--- config.mk ---
export PLATFORM = sky130hd
export DESIGN_NAME = sdram_burst_agen
export DESIGN_NICKNAME = d
export VERILOG_FILES = /design/src/rtl/sdram_burst_pkg.sv /design/src/rtl/sdram_mode_reg.sv /design/src/rtl/sdram_col_calc.sv /design/src/rtl/sdram_burst_seq.sv /design/src/rtl/sdram_burst_agen.sv
export SDC_FILE = /design/constraint.sdc
export NUM_CORES = 1
export LEC_CHECK = 0
export BUFFER_PORTS_ARGS = -buffer_cell sky130_fd_sc_hd__buf_2
export CAP_MARGIN = 30
export CORE_MARGIN = 8
export CORE_UTILIZATION = 59
export DETAILED_ROUTE_END_ITERATION = 12
export PLACE_DENSITY_LB_ADDON = 0.1
export SYNTH_ARGS = -nofsm -noshare
export SYNTH_HDL_FRONTEND = slang
export SYNTH_SLANG_ARGS = --single-unit
--- constraint.sdc ---
create_clock -name clk -period 6.1 [get_ports clk]
set_input_delay 0.61 -clock clk [delete_from_list [all_inputs] [get_ports clk]]
set_output_delay 0.61 -clock clk [all_outputs]
set_load 0.1 [all_outputs]
--- src/rtl/sdram_burst_pkg.sv ---
package sdram_burst_pkg;

    localparam int MODE_W = 12;
    localparam int LOG2_W = 2;
    localparam int CAS_W  = 3;

    typedef enum logic {
        ORD_SEQ = 1'b0,
        ORD_ILV = 1'b1
    } burst_order_e;

    typedef struct packed {
        logic [LOG2_W-1:0] len_log2;
        logic              full_page;
        burst_order_e      order;
        logic [CAS_W-1:0]  cas;
        logic              single_wr;
    } mode_cfg_t;

    typedef struct packed {
        mode_cfg_t cfg;
        logic      legal;
    } mode_dec_t;

    localparam mode_cfg_t MODE_RESET = '{
        len_log2:  '0,
        full_page: 1'b0,
        order:     ORD_SEQ,
        cas:       CAS_W'(2),
        single_wr: 1'b0
    };

    function automatic mode_dec_t decode_mode(input logic [MODE_W-1:0] w);
        mode_dec_t d;
        d.cfg.len_log2  = '0;
        d.cfg.full_page = 1'b0;
        d.cfg.order     = burst_order_e'(w[3]);
        d.cfg.cas       = w[6:4];
        d.cfg.single_wr = w[9];
        d.legal         = (w[11] == 1'b0) && (w[8:7] == 2'b00);
        case (w[2:0])
            3'b000: d.cfg.len_log2 = LOG2_W'(0);
            3'b001: d.cfg.len_log2 = LOG2_W'(1);
            3'b010: d.cfg.len_log2 = LOG2_W'(2);
            3'b011: d.cfg.len_log2 = LOG2_W'(3);
            3'b111: begin
                d.cfg.full_page = 1'b1;
                if (w[3]) d.legal = 1'b0;
            end
            default: d.legal = 1'b0;
        endcase
        if (w[6:4] != 3'b010 && w[6:4] != 3'b011) d.legal = 1'b0;
        return d;
    endfunction

    function automatic logic [15:0] len_mask(input mode_cfg_t c);
        logic [15:0] m;
        if (c.full_page) m = '1;
        else             m = (16'd1 << c.len_log2) - 16'd1;
        return m;
    endfunction

endpackage

--- src/rtl/sdram_mode_reg.sv ---
module sdram_mode_reg
    import sdram_burst_pkg::*;
(
    input  logic              clk,
    input  logic              rst,
    input  logic              load,
    input  logic [MODE_W-1:0] word,
    output mode_cfg_t         cfg,
    output logic              err
);
    mode_dec_t dec;

    always_comb dec = decode_mode(word);

    always_ff @(posedge clk) begin
        if (rst) begin
            cfg <= MODE_RESET;
            err <= 1'b0;
        end else if (load) begin
            err <= !dec.legal;
            if (dec.legal) cfg <= dec.cfg;
        end
    end
endmodule

--- src/rtl/sdram_col_calc.sv ---
module sdram_col_calc
    import sdram_burst_pkg::*;
#(
    parameter int COL_W = 10
) (
    input  logic [COL_W-1:0] col0,
    input  logic [COL_W-1:0] beat,
    input  logic [COL_W-1:0] mask,
    input  burst_order_e     order,
    output logic [COL_W-1:0] col
);
    logic [COL_W-1:0] base;
    logic [COL_W-1:0] off;

    always_comb begin
        base = col0 & ~mask;
        if (order == ORD_ILV) off = (col0 ^ beat) & mask;
        else                  off = (col0 + beat) & mask;
        col = base | off;
    end
endmodule

--- src/rtl/sdram_burst_seq.sv ---
module sdram_burst_seq
    import sdram_burst_pkg::*;
#(
    parameter int COL_W = 10
) (
    input  logic             clk,
    input  logic             rst,
    input  logic             start,
    input  logic [COL_W-1:0] start_col,
    input  logic             is_write,
    input  logic             terminate,
    input  mode_cfg_t        cfg,
    output logic [COL_W-1:0] col0,
    output logic [COL_W-1:0] beat,
    output logic [COL_W-1:0] mask,
    output burst_order_e     order,
    output logic             active,
    output logic             last
);
    logic        one_beat;
    logic        open_end;
    logic [15:0] cfg_mask;

    always_comb begin
        one_beat = is_write && cfg.single_wr;
        cfg_mask = len_mask(cfg);
        last     = active && !open_end && (beat == mask);
    end

    always_ff @(posedge clk) begin
        if (rst) begin
            active   <= 1'b0;
            open_end <= 1'b0;
            beat     <= '0;
            col0     <= '0;
            mask     <= '0;
            order    <= ORD_SEQ;
        end else if (start) begin
            active   <= 1'b1;
            beat     <= '0;
            col0     <= start_col;
            order    <= cfg.order;
            open_end <= cfg.full_page && !one_beat;
            mask     <= one_beat ? '0 : cfg_mask[COL_W-1:0];
        end else if (active) begin
            if (terminate || last) active <= 1'b0;
            else                   beat   <= beat + 1'b1;
        end
    end
endmodule

--- src/rtl/sdram_burst_agen.sv ---
module sdram_burst_agen
    import sdram_burst_pkg::*;
#(
    parameter int COL_W = 10
) (
    input  logic              clk,
    input  logic              rst,
    input  logic              mode_load,
    input  logic [MODE_W-1:0] mode_word,
    input  logic              latch_mode,
    input  logic              start,
    input  logic [COL_W-1:0]  start_col,
    input  logic              is_write,
    input  logic              terminate,
    output logic [COL_W-1:0]  col_addr,
    output logic              beat_valid,
    output logic              beat_last,
    output logic [CAS_W-1:0]  rd_latency,
    output logic              mode_err
);
    mode_cfg_t        cfg;
    logic [COL_W-1:0] col0;
    logic [COL_W-1:0] beat;
    logic [COL_W-1:0] mask;
    burst_order_e     order;

    sdram_mode_reg u_mode (
        .clk  (clk),
        .rst  (rst),
        .load (mode_load),
        .word (mode_word),
        .cfg  (cfg),
        .err  (mode_err)
    );

    sdram_burst_seq #(.COL_W(COL_W)) u_seq (
        .clk       (clk),
        .rst       (rst),
        .start     (start),
        .start_col (start_col),
        .is_write  (is_write),
        .terminate (terminate),
        .cfg       (cfg),
        .col0      (col0),
        .beat      (beat),
        .mask      (mask),
        .order     (order),
        .active    (beat_valid),
        .last      (beat_last)
    );

    sdram_col_calc #(.COL_W(COL_W)) u_calc (
        .col0  (col0),
        .beat  (beat),
        .mask  (mask),
        .order (order),
        .col   (col_addr)
    );

    always_comb rd_latency = cfg.cas + CAS_W'(latch_mode);
endmodule

==> metrics.yaml, run 1 <==
critical_path_class: "flip-flop to output pin"
hold_viol_final: 0
worstPathCellList: "ha_1, fa_1, a21o_1, a21o_1, a31oi_1, a2111oi_0, xnor2_1, a21oi_1, buf_2"
yosysUniqueCellTypes: 45
grt_max_degree: 25
grt_pass1_vias: 1775
synthToLayoutAreaGrowth_pct: 14.4
htreeDepth: 2
holdCritStartpoint: "mode_load"
grt-ovfl-total: 0
tightest_slew_ps: 918
grt_antenna_before_repair: 0
netlist_area_mm2: 0.00215
drive_gt1_frac: 0.216
ys_top_cells_by_area: "dfxtp_1 36%, mux2i_1 7.9%, nor2_1 7.5%"
crit_path_start_kind: "flip-flop"
crit_buf_inv: 1
crit_family: "compound AO/OA/AOI/OAI gates"
synth_nets: 281
synth_edf_count: 0
setup_viol: 0
core_region_area_mm2: 0.00358
min_to: "u_mode.err"
worstSetupStartpoint: "u_seq.beat[0]"
clk_latency_ps: 360
ys_ff_latch: 39
yosys_warnings: 0
postSynthAreaPerCell_um2: 9.00
finalPower_mw: 0.507
place.detailed.hpwl_um: 3440
wire_per_inst_um: 13.5
crit_fanout: 6
drc: 0
dieHeight_um: 76.4
postLayoutCellArea_mm2: 0.00246
synth.most_common_cell: "nor2_1"
synth_ff_type: "dfxtp_1"
finalClockSkew_ps: 13.9
yosysTopAreaCellShare: 0.363
place.port_buffers: 43
synth_commonest_cells: "43 x nor2_1, 39 x dfxtp_1, 17 x mux2i_1"
end_kind: "output pin"
path_clk_slew_ps: 120
power.leakage_nw: 1.17
period_minus_slack_ps: 3520
synth-async-reset-ratio: 0
cpMaxStageDelayCell: "buf_2"
start_util: 0.601
syn_inst: 239
status: "finished, final reports clean"
io_pins: 45
ant_nets: 0
slew_headroom: 0.386
powerDensity_mw_per_mm2: 206
slew_viol_final: 0
rsz0062_at_grt: "no"
min_path_cells: 2
globalplace.congestion: 0.792
grt_usage: 0.159
die_w_um: 76.4
postPlaceCellArea_mm2: 0.00239
crit_top_cell: "a21o_1"
vias: 1774
totalWireLength_um: 4450
cpPeakStageDelay_ps: 430
clockRootBuffer: "clkbuf_4"
max-cap-violations: 0
cp.arrival_ps: 2910
postCtsResizedCells: 0
min_path_type: "primary input to flip-flop"
drt_iter0_drc: 66
grt_pass1_wl_um: 7730
r2r_setup_slack_ps: 3960
ctsLongestPathBuffers: 2
finalCritPeriodShare: 0.577
worstRegToRegCells: 6
die_area_mm2: 0.00584
fin_nets: 323
diodes: 0
peakVddDrop_v: 0.000181
cts_tree: "done"
cts_setup_buffers: 0
cts_sinks: 39
seq_area_frac_synth: 0.363
fmaxAchievable_ghz: 0.284
viasPerCell: 5.38
fill_cells: 344
ctsHoldBuffers: 0
rows: 22
r2r_end: "u_seq.beat[2]"
cts_buffers: 5
crit_required_ps: 5490
worstReg2RegStart: "u_seq.beat[4]"
synth_area_leader_cell: "dfxtp_1"
dr.pass1.iters: 4
setup_tns_ps: 0
metrics by stage:
stage               hold slack [ps]   util  worst slack (ps)  instances
floorplan                       422      -              2250        239
global placement                442  0.668              2990        322
detailed placement              446  0.668              3000        322
CTS                             453  0.688              2570        330
global route                    448  0.688              2460        330
finish                          464  0.688              2580        330
cell type report:
class | count | area (um2) | area share
clock buffers | 7 | 65.1 | 0.0264
clock inverters | 1 | 7.51 | 0.00305
inverters | 5 | 18.8 | 0.00762
multi-input cells | 187 | 1320 | 0.534
flip-flops and latches | 39 | 781 | 0.317
well taps | 48 | 60.1 | 0.0244
repair buffers | 43 | 215 | 0.0874
layout by cell type, fill, tap and decap left out, drive strengths merged, types with 7 or more instances in the layout:
cell / count
nor2: 43
buf: 43
dfxtp: 39
mux2i: 17
a21oi: 16
xor2: 13
ha: 12
nand2: 11
xnor2: 10
a21o: 8
clkbuf: 7
registers in the layout (all words and copies together), names as in the netlist:
| name | flops |
|---|---|
| u_mode.cfg | 8 |
| u_seq.beat | 10 |
| u_seq.col0 | 10 |
| u_seq.mask | 7 |
| u_seq.open_end | 1 |
| u_seq.order | 1 |
| u_seq.active | 1 |
| u_mode.err | 1 |
worst max path at each step:
| stage | end | cells after the start |
|---|---|---|
| CTS | col_addr[8] | 9 |
| global route | col_addr[9] | 8 |
| finish | col_addr[8] | 9 |
| detailed placement | col_addr[8] | 9 |
| global placement | col_addr[8] | 9 |
| floorplan | col_addr[8] | 8 |
power breakdown:
part | internal (mW) | total (mW) | switching [mW]
combinational | 0.0236 | 0.0880 | 0.0644
clock | 0.0674 | 0.155 | 0.0877
sequential | 0.260 | 0.264 | 0.00442
routing by layer:
metal	vias up	GRT usage	routed length, um
li1	921	-	-
met1	807	0.174	2010
met2	39	0.278	2170
met3	7	0.0542	199
met4	0	0.0577	67
met5	-	0	0
cell families after synthesis:
logic type                 Yosys count  synth area share
and+or+nand+nor                     93             0.216
AOI/OAI and AO/OA                   40             0.135
DFF                                 39             0.363
xor gates and xnor gates            23            0.0936
muxes                               18            0.0843
buffers and inverters               13            0.0291
adders and majority gates           13            0.0791
(Power assumes the default switching activity.)
==> run 2, diff against run 1 <==
--- a/config.mk
+++ b/config.mk
@@ -5,10 +5,11 @@
 export SDC_FILE = /design/constraint.sdc
 export NUM_CORES = 1
 export LEC_CHECK = 0
+export ABC_AREA = 1
 export BUFFER_PORTS_ARGS = -buffer_cell sky130_fd_sc_hd__buf_2
 export CAP_MARGIN = 30
 export CORE_MARGIN = 8
-export CORE_UTILIZATION = 59
+export CORE_UTILIZATION = 50
 export DETAILED_ROUTE_END_ITERATION = 12
 export PLACE_DENSITY_LB_ADDON = 0.1
 export SYNTH_ARGS = -nofsm -noshare
==> constraint.sdc (replaced) <==
create_clock -name clk -period 3.2 [get_ports clk]
set_input_delay 0.32 -clock clk [delete_from_list [all_inputs] [get_ports clk]]
set_output_delay 0.32 -clock clk [all_outputs]
set_load 0.1 [all_outputs]
==> run 2 against run 1 <==
  * Clock skew fell by 8.9 ps
  * Cell area rose by 12%
  * Hold slack got worse by 220 ps
  * Via count rose by 21%
  * Synthesized cell count rose by 40%
  * Critical endpoint unchanged
  * Largest power group unchanged
  * Highest routed layer unchanged
==> metrics.yaml, run 2 <==
cts_sinks: 39  # unchanged
synthToLayoutAreaGrowth_pct: 15.4
fmaxAchievable_ghz: 0.351
path_clk_slew_ps: 80  # -40 ps
peakVddDrop_v: 0.000324  # +79%
drive_gt1_frac: 0.212  # -0.00411
htreeDepth: 2  # unchanged
stdcell_count: 431  # +31%
place.port_buffers: 43  # unchanged
largestRegisters: "u_seq.beat: 10 flops, u_seq.col0: 10 flops, u_mode.cfg: 8 flops"
synthMuxAreaShare: 0  # -0.0843
postSynthAreaPerCell_um2: 7.13  # -21%
yosys_warnings: 0  # unchanged
ctsHoldBuffers: 0  # unchanged
fill_cells: 467  # +36%
fin_ws_ps: 352  # -2230 ps
synth.most_common_cell: "nand2_1"
viasPerCell: 4.99  # -7.2%
ys_ff_latch: 39  # unchanged
diodes: 0  # unchanged
grt_pass1_wl_um: 9630  # +24%
synth_commonest_cells: "75 x nand2_1, 39 x dfxtp_1, 36 x inv_1, 36 x nor2_1, 34 x o21ai_0"
postPlaceCellArea_mm2: 0.00261  # +9.4%
rows: 25  # +14%
synth_nets: 376  # +34%
postCtsResizedCells: 0  # unchanged
wire_per_inst_um: 12.7  # -5.9%
slew_headroom: 0.493  # +0.107
globalplace.congestion: 0.827  # +4.4%
synth_compound_area_frac: 0.160  # +0.0249
cp.arrival_ps: 2530  # -380 ps
synthAdderAreaFrac: 0.0715  # -0.00757
grt_antenna_before_repair: 0  # unchanged
yosysTopAreaCellShare: 0.328  # -0.0347
die_area_mm2: 0.00722  # +24%
core_region_area_mm2: 0.00466  # +30%
crit_path_start_kind: "flip-flop"
totalWireLength_um: 5470  # +23%
place.detailed.hpwl_um: 4250  # +24%
clk_latency_ps: 300  # -60 ps
netlist_area_mm2: 0.00238  # +11%
synth-async-reset-ratio: 0  # unchanged
cts_buffers: 5  # unchanged
status: "finished, final reports clean"
crit_required_ps: 2880  # -2610 ps
syn_inst: 334  # +40%
finalClockSkew_ps: 4.96  # -8.89 ps
grt_usage: 0.163  # +0.00379
pre_cts_ws_ps: 681  # -2320 ps
setup_viol: 0  # unchanged
placed_cells: 423  # +31%
rsz0062_at_grt: "no"
clockRootBuffer: "clkbuf_8"
postLayoutCellArea_mm2: 0.00275  # +12%
synth_area_leader_cell: "dfxtp_1"
tightest_slew_ps: 760  # -158 ps
synth_top_family_by_area: "simple AND/OR/NAND/NOR gates"
ant_nets: 0  # unchanged
dr.pass1.iters: 4  # unchanged
finalCritPeriodShare: 0.890
dieHeight_um: 85.0  # +11%
powerDensity_mw_per_mm2: 437  # +110%
ctsLongestPathBuffers: 2  # unchanged
period_minus_slack_ps: 2850
ys_top_cells_by_area: "dfxtp_1 33%, nand2_1 12%, o21ai_0 7.2%"
synth_ff_type: "dfxtp_1"
drt_iter0_drc: 110  # +67%
grt_pass1_vias: 2116  # +19%
power.leakage_nw: 1.23  # +5.2%
yosysUniqueCellTypes: 36  # -20%
cts_setup_buffers: 0  # unchanged
io_pins: 45  # unchanged
synthXorXnorAreaFrac: 0.0515  # -0.0421
grt-ovfl-total: 0  # unchanged
setup_tns_ps: 0  # unchanged
fin_nets: 418  # +29%
start_util: 0.511  # -0.0908
drc: 0  # unchanged
end_kind: "output pin"
finalPower_mw: 1.20  # +140%
grt_max_degree: 19  # -24%
layout.cells.most_common_list: "75 x nand2_1, 43 x buf_2, 39 x dfxtp_1, 36 x inv_1, 36 x nor2_1"
critical_path_class: "flip-flop to output pin"
cts_tree: "done"
crit_fanout: 8  # +2
max-cap-violations: 0  # unchanged
die_w_um: 85.0  # +11%
synthSimpleGateAreaFrac: 0.304  # +0.0882
seq_area_frac_synth: 0.328  # -0.0347
min_path_type: "primary input to flip-flop"
hold_viol_final: 0  # unchanged
synth_edf_count: 0  # unchanged
slew_viol_final: 0  # unchanged
vias: 2149  # +21%
layout_commonest_cell: "nand2_1"
[run 2: changes by cell type after synthesis, sizes merged, moves of 7 or more]
cell	delta
a21o	-8
inv	+34
mux2i	-17
xnor2	-7
o21ai	+31
nand3	+25
nand2	+65
[run 2: worst max-delay path: stages, from the launching register on]
cell and delay [ps]:
dfxtp_1 520, ha_1 310, fa_1 240, nand3_1 90, nand2_1 90, nand3_1 90, o21ai_0 220, nand2_1 80
nand2_1 70, nand3_1 60, nand2_1 60, buf_2 410
[run 2: routing by layer]
layer  up-vias  part of all wire  wire, um  track usage
met4         0             0.014        76       0.0615
met5         -                 0         0            0
li1       1173                 -         -            -
met2        38              0.47      2550        0.271
met1       931              0.48      2620        0.194
met3         7             0.042       230       0.0434
[run 2: cells by family after synthesis]
| logic type | after synthesis |
|---|---|
| AO/OA/AOI/OAI | 65 |
| XOR/XNOR | 14 |
| adder cells (fa/ha/maj) | 13 |
| buffers and inverters | 47 |
| flip-flops | 39 |
| AND/OR/NAND/NOR | 156 |
[run 2: layout make-up]
cell class                 count  area [um2]  area share
sequential                    39         781       0.284
timing repair buffer          43         215      0.0784
clock inverter                 2        60.1      0.0219
multi-input combinational    248        1400       0.511
clock buffer                   6        72.6      0.0264
inverter                      39         146      0.0533
tap                           54        67.6      0.0246
[run 2: path summary, 6_finish.rpt]
path	start	endpoint	slack [ps]	depth (start not counted)
setup / recovery	u_seq.beat[0]	col_addr[8]	350	11
hold / removal	start_col[3]	u_seq.col0[3]	240	3
setup reg to reg	u_seq.beat[1]	u_seq.beat[8]	1540	7
hold reg to reg	u_mode.cfg[3]	u_mode.cfg[3]	440	2
[run 2: stage by stage]
| step | hold WS, ps | utilization |
|---|---|---|
| CTS | 240 | 0.589 |
| floorplan | 389 | - |
| detailed placement | 430 | 0.561 |
| global placement | 431 | 0.561 |
| global route | 241 | 0.589 |
| finish | 244 | 0.589 |
[run 2: power breakdown]
group	switching, mW	internal (mW)
Clock	0.183	0.312
Sequential	0.00975	0.497
Combinational	0.154	0.0445
Total	0.347	0.853
==> run 3, diff against run 2 <==
--- a/config.mk
+++ b/config.mk
@@ -9,9 +9,10 @@
 export BUFFER_PORTS_ARGS = -buffer_cell sky130_fd_sc_hd__buf_2
 export CAP_MARGIN = 30
 export CORE_MARGIN = 8
-export CORE_UTILIZATION = 50
+export CORE_UTILIZATION = 51
 export DETAILED_ROUTE_END_ITERATION = 12
 export PLACE_DENSITY_LB_ADDON = 0.1
 export SYNTH_ARGS = -nofsm -noshare
 export SYNTH_HDL_FRONTEND = slang
+export SYNTH_HIERARCHICAL = 1
 export SYNTH_SLANG_ARGS = --single-unit
==> run 3 against run 2 <==
  * Global-route usage is 0.19 points lower
  * Sequential share of layout area shrank 1.4 points
  * First-iteration DRC count is 44% higher
  * Hold slack got worse by 16 ps
  * Worst setup slack better by 140 ps
  * Critical endpoint is now col_addr[6]
  * Clock skew is 2.3 ps lower
  * Combinational power about the same
  * Synthesized cell count rose by 13%
  * Critical path type unchanged
  * Clock power fell by 33%
  * Utilization shrank 0.86 points
  * Critical path depth down 1
  * Total power decreased by 13%
==> metrics.yaml, run 3 <==
postSynthAreaPerCell_um2: 6.85  # -3.9%
yosysTopAreaCellShare: 0.303  # -0.0249
dieHeight_um: 87.1  # +2.4%
grt_pass1_wl_um: 9890  # +2.7%
setup_viol: 0  # unchanged
status: "finished, final reports clean"
die_w_um: 87.1  # +2.4%
finalClockSkew_ps: 2.68  # -2.28 ps
holdCritStartpoint: "rst"
drt_iter0_drc: 158  # +44%
syn_inst: 376  # +13%
core_region_area_mm2: 0.00498  # +6.8%
setup_tns_ps: 0  # unchanged
dr.pass1.iters: 4  # unchanged
ys_ff_latch: 39  # unchanged
synth_nets: 419  # +11%
period_minus_slack_ps: 2710  # -138 ps
slew_viol_final: 0  # unchanged
peakVddDrop_v: 0.000207  # -36%
worstSetupStartpoint: "u_seq/beat[0]"
die_area_mm2: 0.00758  # +4.9%
postCtsResizedCells: 0  # unchanged
p_sw_mw: 0.325  # -6.2%
grt_pass1_vias: 2316  # +9.5%
p_sw_frac: 0.312  # +0.0234
slew_headroom: 0.410  # -0.0833
crit_top_cell: "nand2_1"
synth_commonest_cells: "95 x nand2_1, 63 x inv_1, 39 x dfxtp_1"
hold_slack_ps: 229  # -15.7 ps
layout_commonest_cell: "nand2_1"
crit_fanout: 6  # -2
synth.most_common_cell: "nand2_1"
finalPower_mw: 1.04  # -13%
io_pins: 45  # unchanged
grt_max_degree: 20  # +1
critical_path_class: "flip-flop to output pin"
pwr-share-seq: 0.487  # +0.065
cpPeakStageDelay_ps: 440  # -80 ps
clkPwrFrac: 0.320  # -0.092
grt_usage: 0.161  # -0.00187
worstPathCellList: "ha_1, fa_1, nand3_1, nand2_1, nand3_1, nand2_1, nand2_1, nand2_1, a31oi_1, buf_2"
globalplace.congestion: 0.850  # +2.8%
place.detailed.hpwl_um: 4490  # +5.5%
path_clk_slew_ps: 70  # about the same
ctsLongestPathBuffers: 2  # unchanged
cts_buffers: 5  # unchanged
drc: 0  # unchanged
clk_latency_ps: 280  # -20 ps
grt-ovfl-total: 0  # unchanged
htreeDepth: 2  # unchanged
rsz0062_at_grt: "no"
seq_area_um2: 781  # unchanged
cp.arrival_ps: 2390  # -140 ps
cts_sinks: 39  # unchanged
synth_ff_type: "dfxtp_1"
layout.cells.most_common_list: "95 x nand2_1, 63 x inv_1, 43 x buf_2, 39 x dfxtp_1, 37 x nor2_1"
crit_required_ps: 2880  # about the same
synth_area_leader_cell: "dfxtp_1"
worstReg2RegStart: "u_seq/active"
totalWireLength_um: 5660  # +3.4%
yosysUniqueCellTypes: 32  # -11%
ctsHoldBuffers: 0  # unchanged
wire_per_inst_um: 11.6  # -8.5%
seq_area_frac_synth: 0.303  # -0.0249
power.leakage_nw: 1.40  # +14%
place.port_buffers: 43  # unchanged
min_path_type: "primary input to flip-flop"
grt_antenna_before_repair: 0  # unchanged
end_kind: "output pin"
start_util: 0.517  # +0.00674
drive_gt1_frac: 0.201  # -0.0108
synthToLayoutAreaGrowth_pct: 12.2
p_comb_frac: 0.193  # +0.027
multi_input_area_mm2: 0.00146  # +3.7%
viasPerCell: 4.82  # -3.3%
max-cap-violations: 0  # unchanged
cts_tree: "done"
fin_nets: 460  # +10%
ys_top_cells_by_area: "dfxtp_1 30%, nand2_1 14%, inv_1 9.2%"
rows: 26  # +4.0%
synth-async-reset-ratio: 0  # unchanged
hold_viol_final: 0  # unchanged
fmaxAchievable_ghz: 0.369  # +5.1%
yosys_warnings: 6  # +6
crit_path_start_kind: "flip-flop"
ant_nets: 0  # unchanged
cts_setup_buffers: 0  # unchanged
clockRootBuffer: "clkbuf_8"
netlist_area_mm2: 0.00257  # +8.2%
fill_cells: 515  # +10%
synth_edf_count: 0  # unchanged
internal_power_mw: 0.716  # -16%
cpMaxStageDelayCell: "buf_2"
powerDensity_mw_per_mm2: 360  # -18%
largestRegisters: "u_seq/beat: 10 flops, u_seq/col0: 10 flops, u_mode/cfg: 8 flops"
vias: 2349  # +9.3%
diodes: 0  # unchanged
finalCritPeriodShare: 0.847  # -0.0430
tightest_slew_ps: 882  # +123 ps
run 3: cell types whose count changed in the layout (fill, tap and decap cells not counted), moves of 4 or more:
cell and change:
nand3_2 -5, inv_1 +27, a21oi_2 -10, nor2_2 +6, nand2_1 +20, nor2_4 +5, xor2_1 -6, o21ai_1 -5
nand3_1 +8, nand4_1 +7, nand2_2 +4, o21ai_0 -23, a22o_1 +11
run 3: worst max-delay path, delay by kind of cell (launching register included):
kind            cells  cell delay [ps]
simple gates        6              500
compound gates      1              120
fa+ha+maj           2              680
flops               1              360
buf+inv             1              440
run 3: final cells by class:
type,instances,share of cell area
timing repair buffer,45,0.0797
clock buffer,6,0.0286
tap,70,0.0303
clock inverter,1,0.00173
sequential,39,0.270
multi-input combinational,260,0.504
inverter,66,0.0857
run 3: metrics by stage:
| stage | utilization | std cells | cell area (um2) | worst slack (ps) |
|---|---|---|---|---|
| finish | 0.581 | 487 | 2890 | 489 |
| global route | 0.581 | 487 | 2890 | 305 |
| CTS | 0.581 | 487 | 2890 | 484 |
| detailed placement | 0.563 | 480 | 2800 | 825 |
| global placement | 0.563 | 480 | 2800 | 840 |
| floorplan | - | 376 | 2570 | 44.2 |
run 3: worst paths after layout:
check                           slack [ps]       endpoint  cells after the start
worst max-delay path                   490    col_addr[6]                     10
worst min-delay path                   230   u_seq/active                      2
worst max register to register        1510  u_seq/beat[0]                      9
worst min register to register         440  u_mode/cfg[3]                      2
run 3: cell families after synthesis:
group,share of synthesized area
buf+inv,0.131
xor+xnor,0.0204
compound gates,0.103
simple gates,0.367
flops,0.303
fa+ha+maj,0.0709
mux,0.00437
run 3: power by group through the flow:
stage                     clock network (mW)  registers, mW  logic, mW
final                                  0.333          0.507      0.201
after global routing                   0.368          0.509      0.216
after CTS                              0.344          0.507      0.202
after detailed placement                   0          0.519      0.201
after global placement                     0          0.518      0.199
after floorplan                            0          0.527      0.151
run 3: per-layer routing:
layer,wire length [um],GRT usage,share of wire,vias up
met5,0,0,0,-
met4,50,0.0469,0.0088,0
met3,232,0.0406,0.041,4
met2,2800,0.288,0.49,40
met1,2580,0.183,0.46,1040
li1,-,-,-,1265
